### src/rtl/tdm_tx_pkg.sv
package tdm_tx_pkg;
    localparam int WORD_W = 16;
    localparam int BIT_W  = $clog2(WORD_W);
    localparam logic [BIT_W-1:0] BIT_LAST = BIT_W'(WORD_W - 1);
endpackage

### src/rtl/tdm_tx_ser.sv
module tdm_tx_ser
    import tdm_tx_pkg::*;
(
    input  logic              clk,
    input  logic              rst_n,
    input  logic              load,
    input  logic              load_oe,
    input  logic [WORD_W-1:0] load_word,
    input  logic              step,
    output logic              sdo,
    output logic              sdo_oe
);
    typedef struct packed {
        logic [WORD_W-1:0] sh;
        logic              dat;
        logic              oe;
    } ser_t;

    ser_t ser_d, ser_q;

    always_comb begin
        ser_d = ser_q;
        if (load) begin
            ser_d.dat = load_word[WORD_W-1];
            ser_d.sh  = {load_word[WORD_W-2:0], 1'b0};
            ser_d.oe  = load_oe;
        end else if (step) begin
            ser_d.dat = ser_q.sh[WORD_W-1] & ser_q.oe;
            ser_d.sh  = {ser_q.sh[WORD_W-2:0], 1'b0};
        end else begin
            ser_d.dat = 1'b0;
            ser_d.oe  = 1'b0;
            ser_d.sh  = '0;
        end
    end

    always_ff @(posedge clk or negedge rst_n) begin
        if (!rst_n) ser_q <= '0;
        else        ser_q <= ser_d;
    end

    assign sdo    = ser_q.dat;
    assign sdo_oe = ser_q.oe;

    // undriven line is held low
    a_r2_idle_low: assert property (@(posedge clk) disable iff (!rst_n)
        !sdo_oe |-> !sdo);
endmodule

### src/rtl/tdm_tx.sv
module tdm_tx
    import tdm_tx_pkg::*;
#(
    parameter int NCH   = 8,
    parameter int OFF_W = 4,
    parameter int DLY_W = 4
) (
    input  logic                     clk,
    input  logic                     rst_n,
    input  logic                     fsync,
    input  logic [NCH-1:0]           chan_en,
    input  logic [$clog2(NCH+1)-1:0] win_size,
    input  logic [OFF_W-1:0]         win_offset,
    input  logic [DLY_W-1:0]         frame_delay,
    input  logic                     pack_mode,
    input  logic [15:0]              in_data,
    input  logic                     in_valid,
    output logic                     in_ready,
    output logic                     sdo,
    output logic                     sdo_oe,
    output logic                     underflow
);
    localparam int SLOT_W = (NCH > 1) ? $clog2(NCH) : 1;
    localparam int CNT_W  = $clog2(NCH + 1);
    localparam int PRE_W  = ((OFF_W + BIT_W) > DLY_W ? (OFF_W + BIT_W) : DLY_W) + 1;

    typedef struct packed {
        logic [NCH-1:0]   en;
        logic [CNT_W-1:0] win;
        logic             pack;
    } cfg_t;

    typedef struct packed {
        cfg_t              cfg;
        logic              active;
        logic [PRE_W-1:0]  pre;
        logic [SLOT_W-1:0] slot;
        logic [BIT_W-1:0]  bitn;
        logic              under;
    } st_t;

    st_t q, d, s;
    logic              load, load_oe, step;
    logic [WORD_W-1:0] load_word;
    logic [CNT_W-1:0]  win_eff;

    always_comb begin
        if (win_size == '0 || win_size > CNT_W'(NCH)) win_eff = CNT_W'(NCH);
        else                                          win_eff = win_size;
    end

    always_comb begin
        s = q;
        if (fsync) begin
            s.cfg.en   = chan_en;
            s.cfg.win  = win_eff;
            s.cfg.pack = pack_mode;
            s.active   = 1'b1;
            s.pre      = PRE_W'(frame_delay) + (PRE_W'(win_offset) << BIT_W);
            s.slot     = '0;
            s.bitn     = '0;
        end
        d         = s;
        load      = 1'b0;
        load_oe   = 1'b0;
        step      = 1'b0;
        in_ready  = 1'b0;
        load_word = '0;
        if (s.active) begin
            if (s.pre != '0) begin
                d.pre = s.pre - 1'b1;
            end else begin
                if (s.bitn == '0) begin
                    load = 1'b1;
                    if (s.cfg.en[s.slot]) begin
                        load_oe  = 1'b1;
                        in_ready = 1'b1;
                        if (in_valid) load_word = in_data;
                        else          d.under   = 1'b1;
                    end else begin
                        in_ready = !s.cfg.pack;
                    end
                end else begin
                    step = 1'b1;
                end
                d.bitn = s.bitn + 1'b1;
                if (s.bitn == BIT_LAST) begin
                    d.slot = s.slot + 1'b1;
                    if ((CNT_W'(s.slot) + CNT_W'(1)) == s.cfg.win) d.active = 1'b0;
                end
            end
        end
    end

    always_ff @(posedge clk or negedge rst_n) begin
        if (!rst_n) q <= '0;
        else        q <= d;
    end

    tdm_tx_ser u_ser (
        .clk      (clk),
        .rst_n    (rst_n),
        .load     (load),
        .load_oe  (load_oe),
        .load_word(load_word),
        .step     (step),
        .sdo      (sdo),
        .sdo_oe   (sdo_oe)
    );

    assign underflow = q.under;

    // flag is sticky
    a_r8_underflow_sticky: assert property (@(posedge clk) disable iff (!rst_n)
        underflow |=> underflow);
    // latched configuration only moves on a sync
    a_r9_cfg_hold: assert property (@(posedge clk) disable iff (!rst_n)
        !fsync |=> $stable(q.cfg));
    // nothing driven once the window is over
    a_r10_idle_after_window: assert property (@(posedge clk) disable iff (!rst_n)
        (!q.active && !fsync) |=> !sdo_oe);
    // a word taken for an enabled slot is driven next edge
    a_r1_take_drives: assert property (@(posedge clk) disable iff (!rst_n)
        (in_ready && !fsync && q.cfg.en[q.slot]) |=> sdo_oe);
    // a word taken for a disabled slot is never driven
    a_r4_discard_silent: assert property (@(posedge clk) disable iff (!rst_n)
        (in_ready && !fsync && !q.cfg.en[q.slot]) |=> !sdo_oe);
endmodule

### config.mk
export PLATFORM = sky130hd
export DESIGN_NAME = tdm_tx
export DESIGN_NICKNAME = d
export VERILOG_FILES = /design/src/rtl/tdm_tx_pkg.sv /design/src/rtl/tdm_tx_ser.sv /design/src/rtl/tdm_tx.sv
export SDC_FILE = /design/constraint.sdc
export NUM_CORES = 1
export LEC_CHECK = 0
export BUFFER_PORTS_ARGS = -buffer_cell sky130_fd_sc_hd__buf_2
export CELL_PAD_IN_SITES_DETAIL_PLACEMENT = 1
export CELL_PAD_IN_SITES_GLOBAL_PLACEMENT = 1
export CORE_AREA = 2 2 81 83
export DETAILED_ROUTE_END_ITERATION = 8
export DIE_AREA = 0 0 83 85
export PLACE_DENSITY_LB_ADDON = 0.1
export SYNTH_ARGS = -nofsm -noshare
export SYNTH_HDL_FRONTEND = slang
export SYNTH_SLANG_ARGS = --single-unit
### constraint.sdc
create_clock -name clk -period 2.35 [get_ports clk]
set_clock_uncertainty 0.1 [all_clocks]
set_input_delay 0.1175 -clock clk [delete_from_list [all_inputs] [get_ports clk]]
set_output_delay 0.1175 -clock clk [all_outputs]
set_load 0.01 [all_outputs]
Word level (Yosys, flattened, before mapping)
Cells that the tools add are included.
{ "totals": {"register_bits": 49, "in_bits": 41, "wordCells": 66} }
{ "op_classes": {"addsub": 5, "magnitude_cmp": 2, "n_eq_ne": 3, "mux": 36, "bitwise": 3, "n_reduce_logical": 6} }
{ "op_table": {"columns": ["operator", "n"], "rows": [
  ["16-bit two-way mux", 5],
  ["18-bit two-way mux", 2],
  ["30-bit two-way mux", 1],
  ["1-bit two-way mux", 22],
  ["17-bit two-way mux", 1],
  ["4-bit by 8-bit adder with 9-bit output", 1],
  ["9-bit two-way mux", 1],
  ["9-bit nonzero test", 1],
  ["9-bit by 1-bit subtractor with 9-bit output, second input constant", 1],
  ["4-bit logical NOT", 2],
  ["8-bit two-way mux", 1],
  ["5-bit AND reduction", 1],
  ["3-bit by 1-bit adder with 4-bit output, second input constant", 1],
  ["4-bit by 1-bit adder with 4-bit output, second input constant", 1],
  ["4-bit == test", 1],
  ["4-bit == test, second input constant", 1],
  ["4-bit greater-than comparator, second input constant", 1],
  ["3-bit by 4-bit less-than comparator with 1-bit output, second input constant", 1],
  ["4-bit two-way mux", 1],
  ["3-bit by 1-bit adder with 3-bit output, second input constant", 1],
  ["1-bit binary-select mux with 3-bit select", 1],
  ["3-bit two-way mux", 1],
  ["2-bit inequality test, second input constant", 1],
  ["1-bit inverter", 2],
  ["3 further kinds", 3]
]} }

Longest topological paths before layout
{ "depth": {"word_depth": 11, "mapped_depth": 12} }

Modules after synthesis
Synthesis repeated with hierarchy kept, for this count alone.
{ "hier_totals": {"hier_cells": 228, "area_unflattened_um2": 2531.2} }
{ "modules_own_cells": {"columns": ["module", "instances", "cells_each", "area_per_inst_um2", "seq_area_each_um2"], "rows": [
  ["tdm_tx", 1, 184, 1911.8, 775.7],
  ["tdm_tx_ser", 1, 44, 619.3, 425.4]
]} }

Worst setup path before layout
OpenSTA, ideal clock, no wires.
{ "synth_timing": {"path_kind": "input-to-reg", "startpoint": "input port fsync", "endpoint": "register q[17] (netlist bit)", "arrival_time_ns": 1.897, "slack_ns": 0.227, "stages": 10, "path_cell_list": "buf_6 buf_6 buf_2 clkbuf_1 nor2b_1 ha_1 xor2_1 or3_1 mux2i_1 a21oi_1"} }
{ "synth_lines": {"columns": ["element", "line", "source"], "rows": [
  ["from (decl)", "tdm_tx.sv:10", "input logic fsync,"],
  ["to (signal assigned)", "tdm_tx.sv:96", "if (!rst_n) q <= '0;"],
  ["to (signal assigned)", "tdm_tx.sv:97", "else q <= d;"],
  ["to (decl)", "tdm_tx.sv:42", "st_t q, d, s;"]
]} }

Worst setup path in the final report
{ "layout_timing": {"startpoint": "register q[7] (netlist bit)", "endpoint": "output port in_ready"} }
{ "layout_between": {"elab_chain_cells": 7} }
{ "layout_lines": {"columns": ["element", "line", "source"], "rows": [
  ["30-bit two-way mux", "tdm_tx.sv:54", "if (fsync) begin"],
  ["1-bit binary-select mux with 3-bit select", "tdm_tx.sv:75", "if (s.cfg.en[s.slot]) begin"],
  ["1-bit two-way mux (implied by the code)", "tdm_tx.sv:75", null],
  ["1-bit two-way mux", "tdm_tx.sv:75", null],
  ["1-bit two-way mux", "tdm_tx.sv:73", "if (s.bitn == '0) begin"],
  ["1-bit two-way mux", "tdm_tx.sv:70", "if (s.pre != '0) begin"],
  ["1-bit two-way mux", "tdm_tx.sv:69", "if (s.active) begin"],
  ["to (decl)", "tdm_tx.sv:18", "output logic in_ready,"]
]} }
Every way passes these cells. The select of a mux whose other input is x is not followed.

==> results.toml <==
[status]
status = "finished clean"

[floorplanning]
dieHeight_um = 85
dieArea_sq_um = 7060
initial_core_util_pct = 43.1
fp-row-count = 29
fp.dieW_um = 83
fp.coreArea_sq_um = 6200
num_io_pins = 45

[finish]
stdcell_count = 414
layout-drive-gt1-share_pct = 32.0
area_delta_synth_final_pct = 27.5
num_antenna_cells = 0
finalCoreUtilization_pct = 55.0
design_area_sq_um = 3410
nets = 382

[timing]
fmax_mhz = 448
period_minus_slack_ps = 2230
tns_ps = 0
relSlewSlack_pct = 70.0
hold_viol_final = 0
maxSlewViolCount = 0
rsz0062_at_grt = "no"
worstMarginPinSlew_ps = 450
finalSetupViolations = 0
layout_worst_path_cycle_share_pct = 94.9

[global_routing]
grt_pass1_vias = 2368
grt_max_degree = 49
grt_use_total_pct = 20.9
grt_pass1_wl_um = 11800
grt.overflow.total = 0
antenna_found_initial = 0

[yosys]
yosysSeqAreaShare_pct = 44.9
syn_avg_cell_area_sq_um = 10.4
postSynthNetCount = 304
ys_ff_latch = 48
synth_top_area_share_pct = 44.9
synth_top_area_cell = "dfrtp_1"
synth_cell_types = 46
synthTopCellsByArea = "dfrtp_1, mux2i_1, mux2_2"
syn_area_sq_um = 2680
yosysWarnings = 0
syn_inst = 258

[clock_network]
clk_latency_ps = 310
cts_tree = "built"
cts_buffer_depth = 2
clock_sinks = 48
cts.clk_slew.worst_paths_ps = 90
cts_root_buffer = "clkbuf_8"
cts_inserted_buffers = 5
post_cts_buffers = 0
cts_max_level = 2

[pwr]
ir_drop_mv = 0.537
p_total_mw = 1.86
power.density_nw_per_um2 = 545
leakagePower_nw = 1.48

[setup_path]
cp_data_required_time_ps = 2130
crit_chain = "mux2i_1 > a221o_1 > a21oi_1 > a21oi_1 > a211oi_2 > buf_2"
arrival_ps = 2010
crit_path_max_incr_delay_ps = 490
critPathMaxFanout = 8
cp-end-kind = "primary output"
path_common_cell = "a21oi_1"
r2r_setup_slack_ps = 240
cp_slowest_cell = "dfrtp_2"
path_class = "reg -> out"
startpoint_type = "register"

[routing]
antenna_left = 0
drc = 0
routedWlPerCell_um = 16.1
vias_per_cell = 5.19
via_count = 2148
drt-total-wl_um = 6660
drt_iter0_markers = 68
drt-pass1-iter-count = 4

[job]
cap_violations = 0

[placed_design]
dp_hpwl_um = 4470
gp_congestion = 0.774
post-place-cells = 377
placed_area_sq_um = 3000
portBuffers = 44

[hold_path]
hold_class = "in -> reg"
area by class of cell:
type	instances	area (sq um)
fill	708	2790
multi-input combinational	183	1330
sequential	48	1200
timing repair buffer	87	628
tap	77	96.3
clock buffer	5	68.8
clock inverter	3	42.5
inverter	11	41.3
layout by cell type, fill, tap and decap left out, types with 3 or more instances in the layout:
master         count
a21oi_1           15
a21oi_2           11
and2_1             3
buf_2             44
buf_4             13
clkbuf_8           5
dfrtp_1           47
dlygate4sd3_1     29
ha_1               5
inv_1             11
mux2_2            11
mux2i_1           13
nand2_1           24
nand2b_1           3
nand3_1           12
nand3_2           10
nor2_1            12
nor2b_1            6
nor3_1             6
o21ai_0            5
or3_1              5
xnor2_1            9
xor2_1             3
synth_stat cells, drive strengths merged:
| cell type | number |
|---|---|
| o21ai | 6 |
| mux2 | 11 |
| and3 | 2 |
| o41ai | 1 |
| nor2b | 6 |
| nor3 | 6 |
| or3b | 2 |
| a2bb2oi | 1 |
| xor2 | 3 |
| o21a | 2 |
| nand3 | 22 |
| a221o | 1 |
| inv | 11 |
| xnor2 | 9 |
| a21oi | 26 |
| nor2 | 12 |
| nor3b | 1 |
| o22ai | 2 |
| a31o | 1 |
| nand4b | 1 |
| a21o | 2 |
| or2b | 1 |
| a221oi | 2 |
| clkbuf | 4 |
| nand2 | 24 |
| ha | 5 |
| or3 | 5 |
| a211oi | 3 |
| and2 | 3 |
| nand4 | 1 |
| nor4 | 4 |
| o2bb2a | 1 |
| buf | 12 |
| nand2b | 3 |
| dfrtp | 48 |
| mux2i | 13 |
| a21boi | 1 |
timing repair:
action                     CTS  global route
hold endpoints to repair    77             0
hold buffers                29             0
setup endpoints to repair    1             1
gates resized for setup      1             2
through the flow:
stage	setup slack (ps)	hold slack, ps
global route	6.48	8.41
finish	119	6.80
detailed placement	187	28.3
CTS	30.7	5.18
global placement	243	28.1
floorplan	227	-278
critical path: cells and delay by family, from the launching register on:
family	cells	cell delay, ps
muxes	1	170
AOI/OAI and AO/OA	4	860
buffers and inverters	1	180
DFF	1	490
power by group:
part           total [mW]  internal [mW]  switching, mW
Sequential          0.916          0.881         0.0341
Combinational       0.332          0.169          0.164
Clock               0.611          0.315          0.296
flip-flops by register name, summed over array words and instances, names as in the netlist:
| signal | flops |
|---|---|
| q | 30 |
| u_ser.sdo | 1 |
| u_ser.sdo_oe | 1 |
| u_ser.ser_q | 15 |
| underflow | 1 |
logic make-up (layout without fill, tap and decap cells):
| group | Yosys count | after routing | synth area share [%] |
|---|---|---|---|
| DFF | 48 | 48 | 44.9 |
| xor gates and xnor gates | 12 | 12 | 3.93 |
| muxes | 24 | 24 | 9.49 |
| and+or+nand+nor | 93 | 93 | 19.8 |
| buffers and inverters | 27 | 106 | 5.61 |
| AOI/OAI and AO/OA | 49 | 49 | 13.9 |
| adders and majority gates | 5 | 5 | 2.34 |
path summary, 6_finish.rpt:
check	from	endpoint	cells after the start
max in group asynchronous	rst_n	q[18]	3
min in group asynchronous	rst_n	q[15]	3
worst min-delay path	win_size[0]	q[22]	3
worst max register to register	q[7]	u_ser.sdo	6
worst max-delay path	q[7]	in_ready	6
worst min register to register	underflow	underflow	2
per-layer routing:
metal	global-route usage [%]	up-vias	part of all wire [%]
li1	-	1048	-
met1	28.2	1058	47
met2	34.7	32	49
met3	3.60	10	2.6
met4	6.71	0	1.5
met5	0	-	0
(Power assumes the default switching activity.)
